## src/rtl/uart_rxbuf_pkg.sv

```systemverilog
package uart_rxbuf_pkg;
  localparam int BYTE_W  = 8;
  localparam int STAT_W  = 4;
  localparam int ENTRY_W = BYTE_W + STAT_W;

  // Bit 11 overrun, 10 break, 9 parity, 8 framing, 7:0 byte
  typedef struct packed {
    logic             ovr;
    logic             brk;
    logic             par;
    logic             frm;
    logic [BYTE_W-1:0] data;
  } rx_entry_t;
endpackage

```

## src/rtl/rxbuf_src_sel.sv

```systemverilog
module rxbuf_src_sel
  import uart_rxbuf_pkg::*;
(
  input  logic              loopback_i,
  input  logic              brk_evt_i,
  input  logic              rx_valid_i,
  input  logic [BYTE_W-1:0] rx_data_i,
  input  logic [STAT_W-1:0] rx_stat_i,
  input  logic              tx_wr_i,
  input  logic [BYTE_W-1:0] tx_data_i,
  output logic              push_req_o,
  output rx_entry_t         push_entry_o
);
  always_comb begin
    push_req_o   = 1'b0;
    push_entry_o = '0;
    if (loopback_i) begin
      push_req_o        = tx_wr_i;
      push_entry_o.data = tx_data_i;
    end else if (brk_evt_i) begin
      push_req_o       = 1'b1;
      push_entry_o.brk = 1'b1;
    end else if (rx_valid_i) begin
      push_req_o   = 1'b1;
      push_entry_o = {rx_stat_i, rx_data_i};
    end
  end
endmodule

```

## src/rtl/rxbuf_store.sv

```systemverilog
module rxbuf_store
  import uart_rxbuf_pkg::*;
#(
  parameter int DEPTH = 16,
  localparam int PTR_W = $clog2(DEPTH)
) (
  input  logic               clk,
  input  logic               wr_en_i,
  input  logic [PTR_W-1:0]   wr_addr_i,
  input  logic [ENTRY_W-1:0] wr_data_i,
  input  logic [PTR_W-1:0]   rd_addr_i,
  output logic [ENTRY_W-1:0] rd_data_o
);
  logic [ENTRY_W-1:0] mem [DEPTH];

  for (genvar g = 0; g < DEPTH; g++) begin : g_slot
    always_ff @(posedge clk) begin
      if (wr_en_i && (wr_addr_i == PTR_W'(g))) begin
        mem[g] <= wr_data_i;
      end
    end
  end

  assign rd_data_o = mem[rd_addr_i];
endmodule

```

## src/rtl/rxbuf_ctrl.sv

```systemverilog
module rxbuf_ctrl #(
  parameter int DEPTH      = 16,
  parameter int TRIG_LEVEL = 1,
  localparam int PTR_W = $clog2(DEPTH),
  localparam int CNT_W = $clog2(DEPTH + 1)
) (
  input  logic             clk,
  input  logic             rst_n,
  input  logic             fifo_en_i,
  input  logic             push_req_i,
  input  logic             pop_i,
  output logic             wr_en_o,
  output logic [PTR_W-1:0] wr_addr_o,
  output logic [PTR_W-1:0] rd_addr_o,
  output logic             full_o,
  output logic             empty_o,
  output logic             can_accept_o,
  output logic             int_set_o,
  output logic             int_clr_o
);
  logic             mode_q, mode_d;
  logic [PTR_W-1:0] rd_q, rd_d;
  logic [CNT_W-1:0] cnt_q, cnt_d;
  logic             set_q, set_d, clr_q, clr_d;

  logic [CNT_W-1:0] depth_act;
  logic [PTR_W-1:0] mask;
  logic             flush, accept, pop_eff, pop_dec;
  logic [CNT_W-1:0] cnt_after_pop;
  logic [CNT_W:0]   lvl_plus1;

  always_comb begin
    depth_act     = mode_q ? CNT_W'(DEPTH) : CNT_W'(1);
    mask          = mode_q ? PTR_W'(DEPTH - 1) : '0;
    flush         = (fifo_en_i != mode_q);
    accept        = push_req_i && (cnt_q < depth_act) && !flush;
    pop_eff       = pop_i && !flush;
    pop_dec       = pop_eff && (cnt_q != '0);
    cnt_after_pop = cnt_q - CNT_W'(pop_dec);
    lvl_plus1     = {1'b0, cnt_after_pop} + (CNT_W+1)'(1);

    mode_d = fifo_en_i;
    set_d  = accept && (lvl_plus1 == (CNT_W+1)'(TRIG_LEVEL));
    clr_d  = pop_eff && (lvl_plus1 == (CNT_W+1)'(TRIG_LEVEL));
    if (flush) begin
      cnt_d = '0;
      rd_d  = '0;
    end else begin
      cnt_d = cnt_after_pop + CNT_W'(accept);
      rd_d  = pop_dec ? ((rd_q + PTR_W'(1)) & mask) : rd_q;
    end
  end

  always_ff @(posedge clk or negedge rst_n) begin
    if (!rst_n) begin
      mode_q <= 1'b0;
      rd_q   <= '0;
      cnt_q  <= '0;
      set_q  <= 1'b0;
      clr_q  <= 1'b0;
    end else begin
      mode_q <= mode_d;
      rd_q   <= rd_d;
      cnt_q  <= cnt_d;
      set_q  <= set_d;
      clr_q  <= clr_d;
    end
  end

  assign wr_en_o      = accept;
  assign wr_addr_o    = (rd_q + PTR_W'(cnt_q)) & mask;
  assign rd_addr_o    = rd_q;
  assign full_o       = (cnt_q == depth_act);
  assign empty_o      = (cnt_q == '0);
  assign can_accept_o = (cnt_q < depth_act);
  assign int_set_o    = set_q;
  assign int_clr_o    = clr_q;

  assert_no_overflow_R4: assert property (@(posedge clk) disable iff (!rst_n)
    cnt_q <= depth_act);
  assert_flags_exclusive_R2: assert property (@(posedge clk) disable iff (!rst_n)
    !(full_o && empty_o));
  assert_single_slot_R3: assert property (@(posedge clk) disable iff (!rst_n)
    !mode_q |-> (rd_q == '0));
  assert_flush_empties_R11: assert property (@(posedge clk) disable iff (!rst_n)
    (fifo_en_i != mode_q) |=> (empty_o && rd_q == '0));
  assert_set_needs_push_R9: assert property (@(posedge clk) disable iff (!rst_n)
    int_set_o |-> $past(push_req_i));
  assert_clr_needs_pop_R10: assert property (@(posedge clk) disable iff (!rst_n)
    int_clr_o |-> $past(pop_i));
  assert_pop_empty_idle_R5: assert property (@(posedge clk) disable iff (!rst_n)
    (pop_i && empty_o && !push_req_i && fifo_en_i == mode_q) |=> (empty_o && $stable(rd_q)));
endmodule

```

## src/rtl/uart_rx_buffer.sv

```systemverilog
module uart_rx_buffer
  import uart_rxbuf_pkg::*;
#(
  parameter int DEPTH      = 16,
  parameter int TRIG_LEVEL = 1
) (
  input  logic               clk,
  input  logic               rst_n,
  input  logic               fifo_en_i,
  input  logic               loopback_i,
  input  logic               rx_valid_i,
  input  logic [BYTE_W-1:0]  rx_data_i,
  input  logic [STAT_W-1:0]  rx_stat_i,
  input  logic               brk_evt_i,
  input  logic               tx_wr_i,
  input  logic [BYTE_W-1:0]  tx_data_i,
  input  logic               pop_i,
  output logic [ENTRY_W-1:0] head_o,
  output logic               full_o,
  output logic               empty_o,
  output logic               can_accept_o,
  output logic               rx_int_set_o,
  output logic               rx_int_clr_o
);
  localparam int PTR_W = $clog2(DEPTH);

  logic             push_req, wr_en;
  rx_entry_t        push_entry;
  logic [PTR_W-1:0] wr_addr, rd_addr;

  rxbuf_src_sel u_src (
    .loopback_i  (loopback_i),
    .brk_evt_i   (brk_evt_i),
    .rx_valid_i  (rx_valid_i),
    .rx_data_i   (rx_data_i),
    .rx_stat_i   (rx_stat_i),
    .tx_wr_i     (tx_wr_i),
    .tx_data_i   (tx_data_i),
    .push_req_o  (push_req),
    .push_entry_o(push_entry)
  );

  rxbuf_ctrl #(.DEPTH(DEPTH), .TRIG_LEVEL(TRIG_LEVEL)) u_ctrl (
    .clk         (clk),
    .rst_n       (rst_n),
    .fifo_en_i   (fifo_en_i),
    .push_req_i  (push_req),
    .pop_i       (pop_i),
    .wr_en_o     (wr_en),
    .wr_addr_o   (wr_addr),
    .rd_addr_o   (rd_addr),
    .full_o      (full_o),
    .empty_o     (empty_o),
    .can_accept_o(can_accept_o),
    .int_set_o   (rx_int_set_o),
    .int_clr_o   (rx_int_clr_o)
  );

  rxbuf_store #(.DEPTH(DEPTH)) u_store (
    .clk      (clk),
    .wr_en_i  (wr_en),
    .wr_addr_i(wr_addr),
    .wr_data_i(push_entry),
    .rd_addr_i(rd_addr),
    .rd_data_o(head_o)
  );

  // loopback blocks external data from ever being written
  assert_loopback_blocks_rx_R8: assert property (@(posedge clk) disable iff (!rst_n)
    (loopback_i && !tx_wr_i) |-> !wr_en);
endmodule

```

## config.mk

```make
export PLATFORM = sky130hd
export DESIGN_NAME = uart_rx_buffer
export DESIGN_NICKNAME = d
export VERILOG_FILES = /design/src/rtl/uart_rxbuf_pkg.sv /design/src/rtl/rxbuf_src_sel.sv /design/src/rtl/rxbuf_store.sv /design/src/rtl/rxbuf_ctrl.sv /design/src/rtl/uart_rx_buffer.sv
export SDC_FILE = /design/constraint.sdc
export NUM_CORES = 1
export LEC_CHECK = 0
export BUFFER_PORTS_ARGS = -buffer_cell sky130_fd_sc_hd__buf_2
export CELL_PAD_IN_SITES_DETAIL_PLACEMENT = 0
export CELL_PAD_IN_SITES_GLOBAL_PLACEMENT = 2
export CORE_ASPECT_RATIO = 0.6
export CORE_MARGIN = 3
export CORE_UTILIZATION = 40
export DETAILED_ROUTE_END_ITERATION = 10
export PLACE_DENSITY_LB_ADDON = 0.1
export SYNTH_ARGS = -nofsm -noshare
export SYNTH_HDL_FRONTEND = slang
export SYNTH_SLANG_ARGS = --single-unit
export TNS_END_PERCENT = 30
```

## constraint.sdc

```tcl
create_clock -name clk -period 6 [get_ports clk]
set_input_delay 1.5 -clock clk [delete_from_list [all_inputs] [get_ports clk]]
set_output_delay 1.5 -clock clk [all_outputs]
set_load 0.02 [all_outputs]
```

# == After elaboration in Yosys (flattened, before gate mapping) ==
# Memories as Yosys holds them, arrays and structs flattened.
# Cells that the tools add are included.
# totals
ram_bits,192
wordCells,165
out_inout_bits,17
input_bits,28
mem_count,1
regBits,12
# mem_list
memory,words,word_bits,read_ports,rd_ports_with_merged_regs,write_ports,line,rtl
u_store.mem,16,12,1,0,1,rxbuf_store.sv:14,logic [ENTRY_W-1:0] mem [DEPTH];
# classes
n_lt_le_gt_ge,1
n_bitwise,2
n_reduce_logical,42
add_sub_neg,5
eq_ne,18
muxes,91
# ops
op,count
$mux W12,16
$reduce_or A12 Y1,15
$mux W4,19
$mux W1,52
$eq A4 B4 Y1 const B,8
$logic_and A1 B1 Y1,22
$eq A4 B3 Y1 const B,4
$mux W10,1
$mux W5,2
$and A4 B4 Y4,2
$eq A4 B2 Y1 const B,2
$mux W8,1
$add A5 B1 Y6 const B,1
$eq A6 B1 Y1 const B,1
$add A5 B1 Y5,1
$eq A5 B5 Y1,1
$logic_not A5 Y1,1
$lt A5 B5 Y1,1
$reduce_bool A5 Y1,1
$sub A5 B1 Y5,1
$add A4 B1 Y4 const B,1
$add A4 B4 Y4,1
$eq A4 B1 Y1 const B,1
$logic_not A4 Y1,1
3 further kinds,3

# == Depth between registers and ports, before layout ==
# depth
ltp_word,24
ltp_mapped,11
ltp_nobuf,10

# == Hierarchy ==
# A second synthesis with hierarchy kept.
# unflattened
cells_unflattened,447
hier_area_um2,8456.9
# by_module_without_submodules
mod,seq_area_each_um2,cells_per_inst,n_inst,area_each_um2
rxbuf_store,5765.5,317,1,7359.6
rxbuf_ctrl,300.3,94,1,887.1
rxbuf_src_sel,0.0,36,1,210.2

# == Worst setup path after synthesis ==
# OpenSTA, ideal clock, no wires.
# synth_path
path_kind,register -> output
from,"register u_ctrl.rd_q[0], in the netlist u_ctrl.rd_addr_o[0]"
to,output port head_o[10]
arrival_time_ns,1.918
path_slack_ns,2.582
path_buffers,2
required_time_ns,4.500
stages_incl_launch_ff,6
path_cell_list,dfrtp_1 -> clkbuf_1 -> buf_1 -> mux4_2 -> a22oi_1 -> nand2_1
# synth_between
elab_chain_cells,1
# synth_rtl
item,line,rtl
from (decl),rxbuf_ctrl.sv:22,"logic [PTR_W-1:0] rd_q, rd_d;"
from (signal assigned),rxbuf_ctrl.sv:63,rd_q <= rd_d;
$mem_v2 Z16 W12,n/a,
to (decl),uart_rx_buffer.sv:18,"output logic [ENTRY_W-1:0] head_o,"
# No other way between the ends.

# == Worst setup path in the final report ==
# layout_path
from,"register u_ctrl.rd_q[2], in the netlist u_ctrl.rd_addr_o[2]"
to,output port head_o[4]
# Same word-level chain as after synthesis.

==> run metrics <==
CP Launch Type=flop; Tcrit/Tclk final=0.750; setup slack, reg-to-reg=around 2.2 ns; status=finished, final reports clean; ys async rst share=0.0588; Worst-Skew Late Latency=a little under 0.5 ns; H-tree levels=1; Cells after DPL=808; #FFs+latches synth=a little over 200; hold_buf cts=0; initial antenna violation count=0; sequential area share after synthesis=0.713; # IOs=between 40 and 50; grt total ovfl=0; via-per-instance ratio=5.43; largest net degree at the start of global routing=between 50 and 60; Site Rows=40; Flop pwr share=0.456; antenna viol nets, final=0; compound-cell area share of the yosys netlist=0.0666; YS warnings=0; Final nets=about 600; die height=119 um; CTS buffer count=21; final count of hold timing violations=0; Tot GR Track Use=0.179; critical path fanouts, max=20; Initial DRC Count=about 360; worst flop-to-flop path endpoint=u_store.mem[2][11]; global-route wire length before repair=30800 um; vias in the first global route=about 4600; share of cells above drive strength 1=0.248; final setup fails=0; Netlist cell types=between 40 and 50; routed len/inst=between 20 and 25 um; CTS Root Cell=clkbuf_16; mean area per synthesized cell=approximately 17 um^2; Worst-Margin Slew=1.06 ns; CP startpoint=u_ctrl.rd_addr_o[2]; power consumption=about 3.8 mW; Max Cap Viol=0; Finished Core Util=0.480; mux cell area share after synthesis=0.122; DR pass1 iterations=4; Clock Power Share=0.343; CTS Buffer Depth=3; Final Cell Area=a little under 10000 um^2; simple-gate share of the synthesized area=0.0459; Post-Synth XOR/XNOR Area=0.0156; crit path capture=head_o[4]; fmax=about 0.22 GHz; Diodes inserted=0; via count=about 4600; Synth Area in Adders=0.0171; area grow syn2layout=15.1%; Post-CTS Setup Inserts=0; Post-Layout Cell Count=between 800 and 900; RSZ-0062 raised after global routing=no; Int Power=2.73 mW; Total Wirelength=roughly 21000 um; Reg2Reg Launch Point=u_ctrl.rd_addr_o[0]; Mapped Area=approximately 8500 um^2; Core ar.=between 20000 and 25000 um^2; Peak VDD IR=around 180 uV; clk sinks=204; drt drc=0; dpl hpwl=around 13000 um; WP data arrival=around 3.0 ns; post-placement cell area=about 9100 um^2; Worst-path clk slew=~0.060 ns; sw power=between 1 and 1.5 mW; syn_nets=around 540; Die Area=23100 um^2; Leakage=between 3 and 4 nW; Setup TNS Final=0 ns; worst hold path class=reg -> reg; crit path kind=reg -> out; critical path required time=4.50 ns; post-route minimum period=roughly 4.5 ns; Slew HR=0.292; Gate power share=0.201; Post-synth top flop=edfxtp_1; Slew Viols, Final=0; r2r worst-path depth=6; P per Cell Area=around 390 nW/um^2; initial core utilization=0.417; synthesized instance count=500; Die X=between 150 and 200 um; Post-synth EDFFs=between 150 and 200; Sw Share=0.278; Final Skew=approximately 0.0067 ns; CTS tree=yes; largest family of logic cells by synthesized area=multiplexers; # resized after CTS=0; routability congestion estimate=0.800; I/O Buffers=44; crit end category=output port
cell usage after synthesis (9+ instances only):
cell type,count,area share
nor2_1,24,0.011
buf_2,9,0.0053
a22oi_1,12,0.011
a21oi_1,16,0.0094
mux2_2,12,0.016
dfrtp_1,12,0.035
mux4_2,24,0.064
nand2_1,24,0.011
edfxtp_1,192,0.68
clkbuf_1,13,0.0057
ha_1,10,0.015
a221oi_1,12,0.012
inv_1,9,0.0040
o21ai_0,28,0.016
mux2i_1,36,0.042
registers in the layout (all words and copies together), names as in the netlist:
| signal | flops |
|---|---|
| u_ctrl.int_set_o | 1 |
| u_ctrl.mode_q | 1 |
| u_ctrl.int_clr_o | 1 |
| u_ctrl.rd_addr_o | 4 |
| u_store.mem | 192 |
| u_ctrl.cnt_q | 5 |
worst min path at each step:
stage,from,endpoint,depth (start not counted)
2_1_floorplan,u_ctrl.cnt_q[4],u_ctrl.int_clr_o,3
3_3_place_gp,u_ctrl.cnt_q[4],u_ctrl.cnt_q[4],3
3_5_place_dp,u_ctrl.cnt_q[4],u_ctrl.cnt_q[4],3
4_1_cts,u_ctrl.cnt_q[4],u_ctrl.cnt_q[4],3
5_1_grt,u_ctrl.cnt_q[4],u_ctrl.cnt_q[4],3
6_report,u_ctrl.cnt_q[4],u_ctrl.cnt_q[4],3
placed cells by master (no fill, tap or decap), drive strengths merged, types with 2 or more instances in the layout:
cell type and n:
a21o 2, a21oi 17, a221oi 12, a22o 8
a22oi 12, and2 5, buf 62, bufinv 3
clkbuf 25, clkinv 8, dfrtp 12, edfxtp 192
ha 10, inv 10, mux2 12, mux2i 36
mux4 24, nand2 24, nand3 8, nor2 24
nor2b 2, nor3 6, nor3b 2, o21ai 28
or3 2, xnor2 8, xor2 5
final cells by class:
cell class	count	area, um^2
Sequential cell	204	6070
Multi-Input combinational cell	260	2310
Inverter	9	33.8
Timing Repair Buffer	62	355
Tap cell	273	342
Clock buffer	25	541
Fill cell	1765	10600
Clock inverter	12	140
metrics by stage:
stage	setup slack, ns	hold WS, ns
floorplan	2.58	0.602
global placement	1.97	0.764
detailed placement	2.00	0.761
CTS	1.45	0.774
global route	1.24	0.830
finish	1.50	0.777
power groups by stage:
stage / sequential, mW / combinational [mW] / clock (mW)
finish: 1.72 / 0.760 / 1.30
global route: 1.74 / 0.822 / 1.39
CTS: 1.73 / 0.766 / 1.33
detailed placement: 1.76 / 0.764 / 0
global placement: 1.76 / 0.759 / 0
floorplan: 1.68 / 0.601 / 0
cells by family after synthesis:
| logic type | count (synthesis) |
|---|---|
| AND/OR/NAND/NOR | 79 |
| XOR/XNOR | 13 |
| flip-flops | 204 |
| buffers and inverters | 36 |
| AO/OA/AOI/OAI | 85 |
| adder cells (fa/ha/maj) | 11 |
| multiplexers | 72 |
per-layer routing:
metal / global-route usage / wire length, um / up-vias
li1: - / - / 2106
met1: 0.283 / 10200 / 2370
met2: 0.266 / 9150 / 85
met3: 0.0260 / 892 / 27
met4: 0.0323 / 331 / 0
met5: 0 / 0 / -
critical path: stages (launching register included):
cell	delay (ns)
dfrtp_1	0.93
inv_1	0.24
nor2_2	0.28
buf_4	0.35
a221oi_1	0.21
o21ai_0	0.19
nand2_1	0.12
buf_2	0.18
Note: power is estimated with default switching activity, not from simulation.
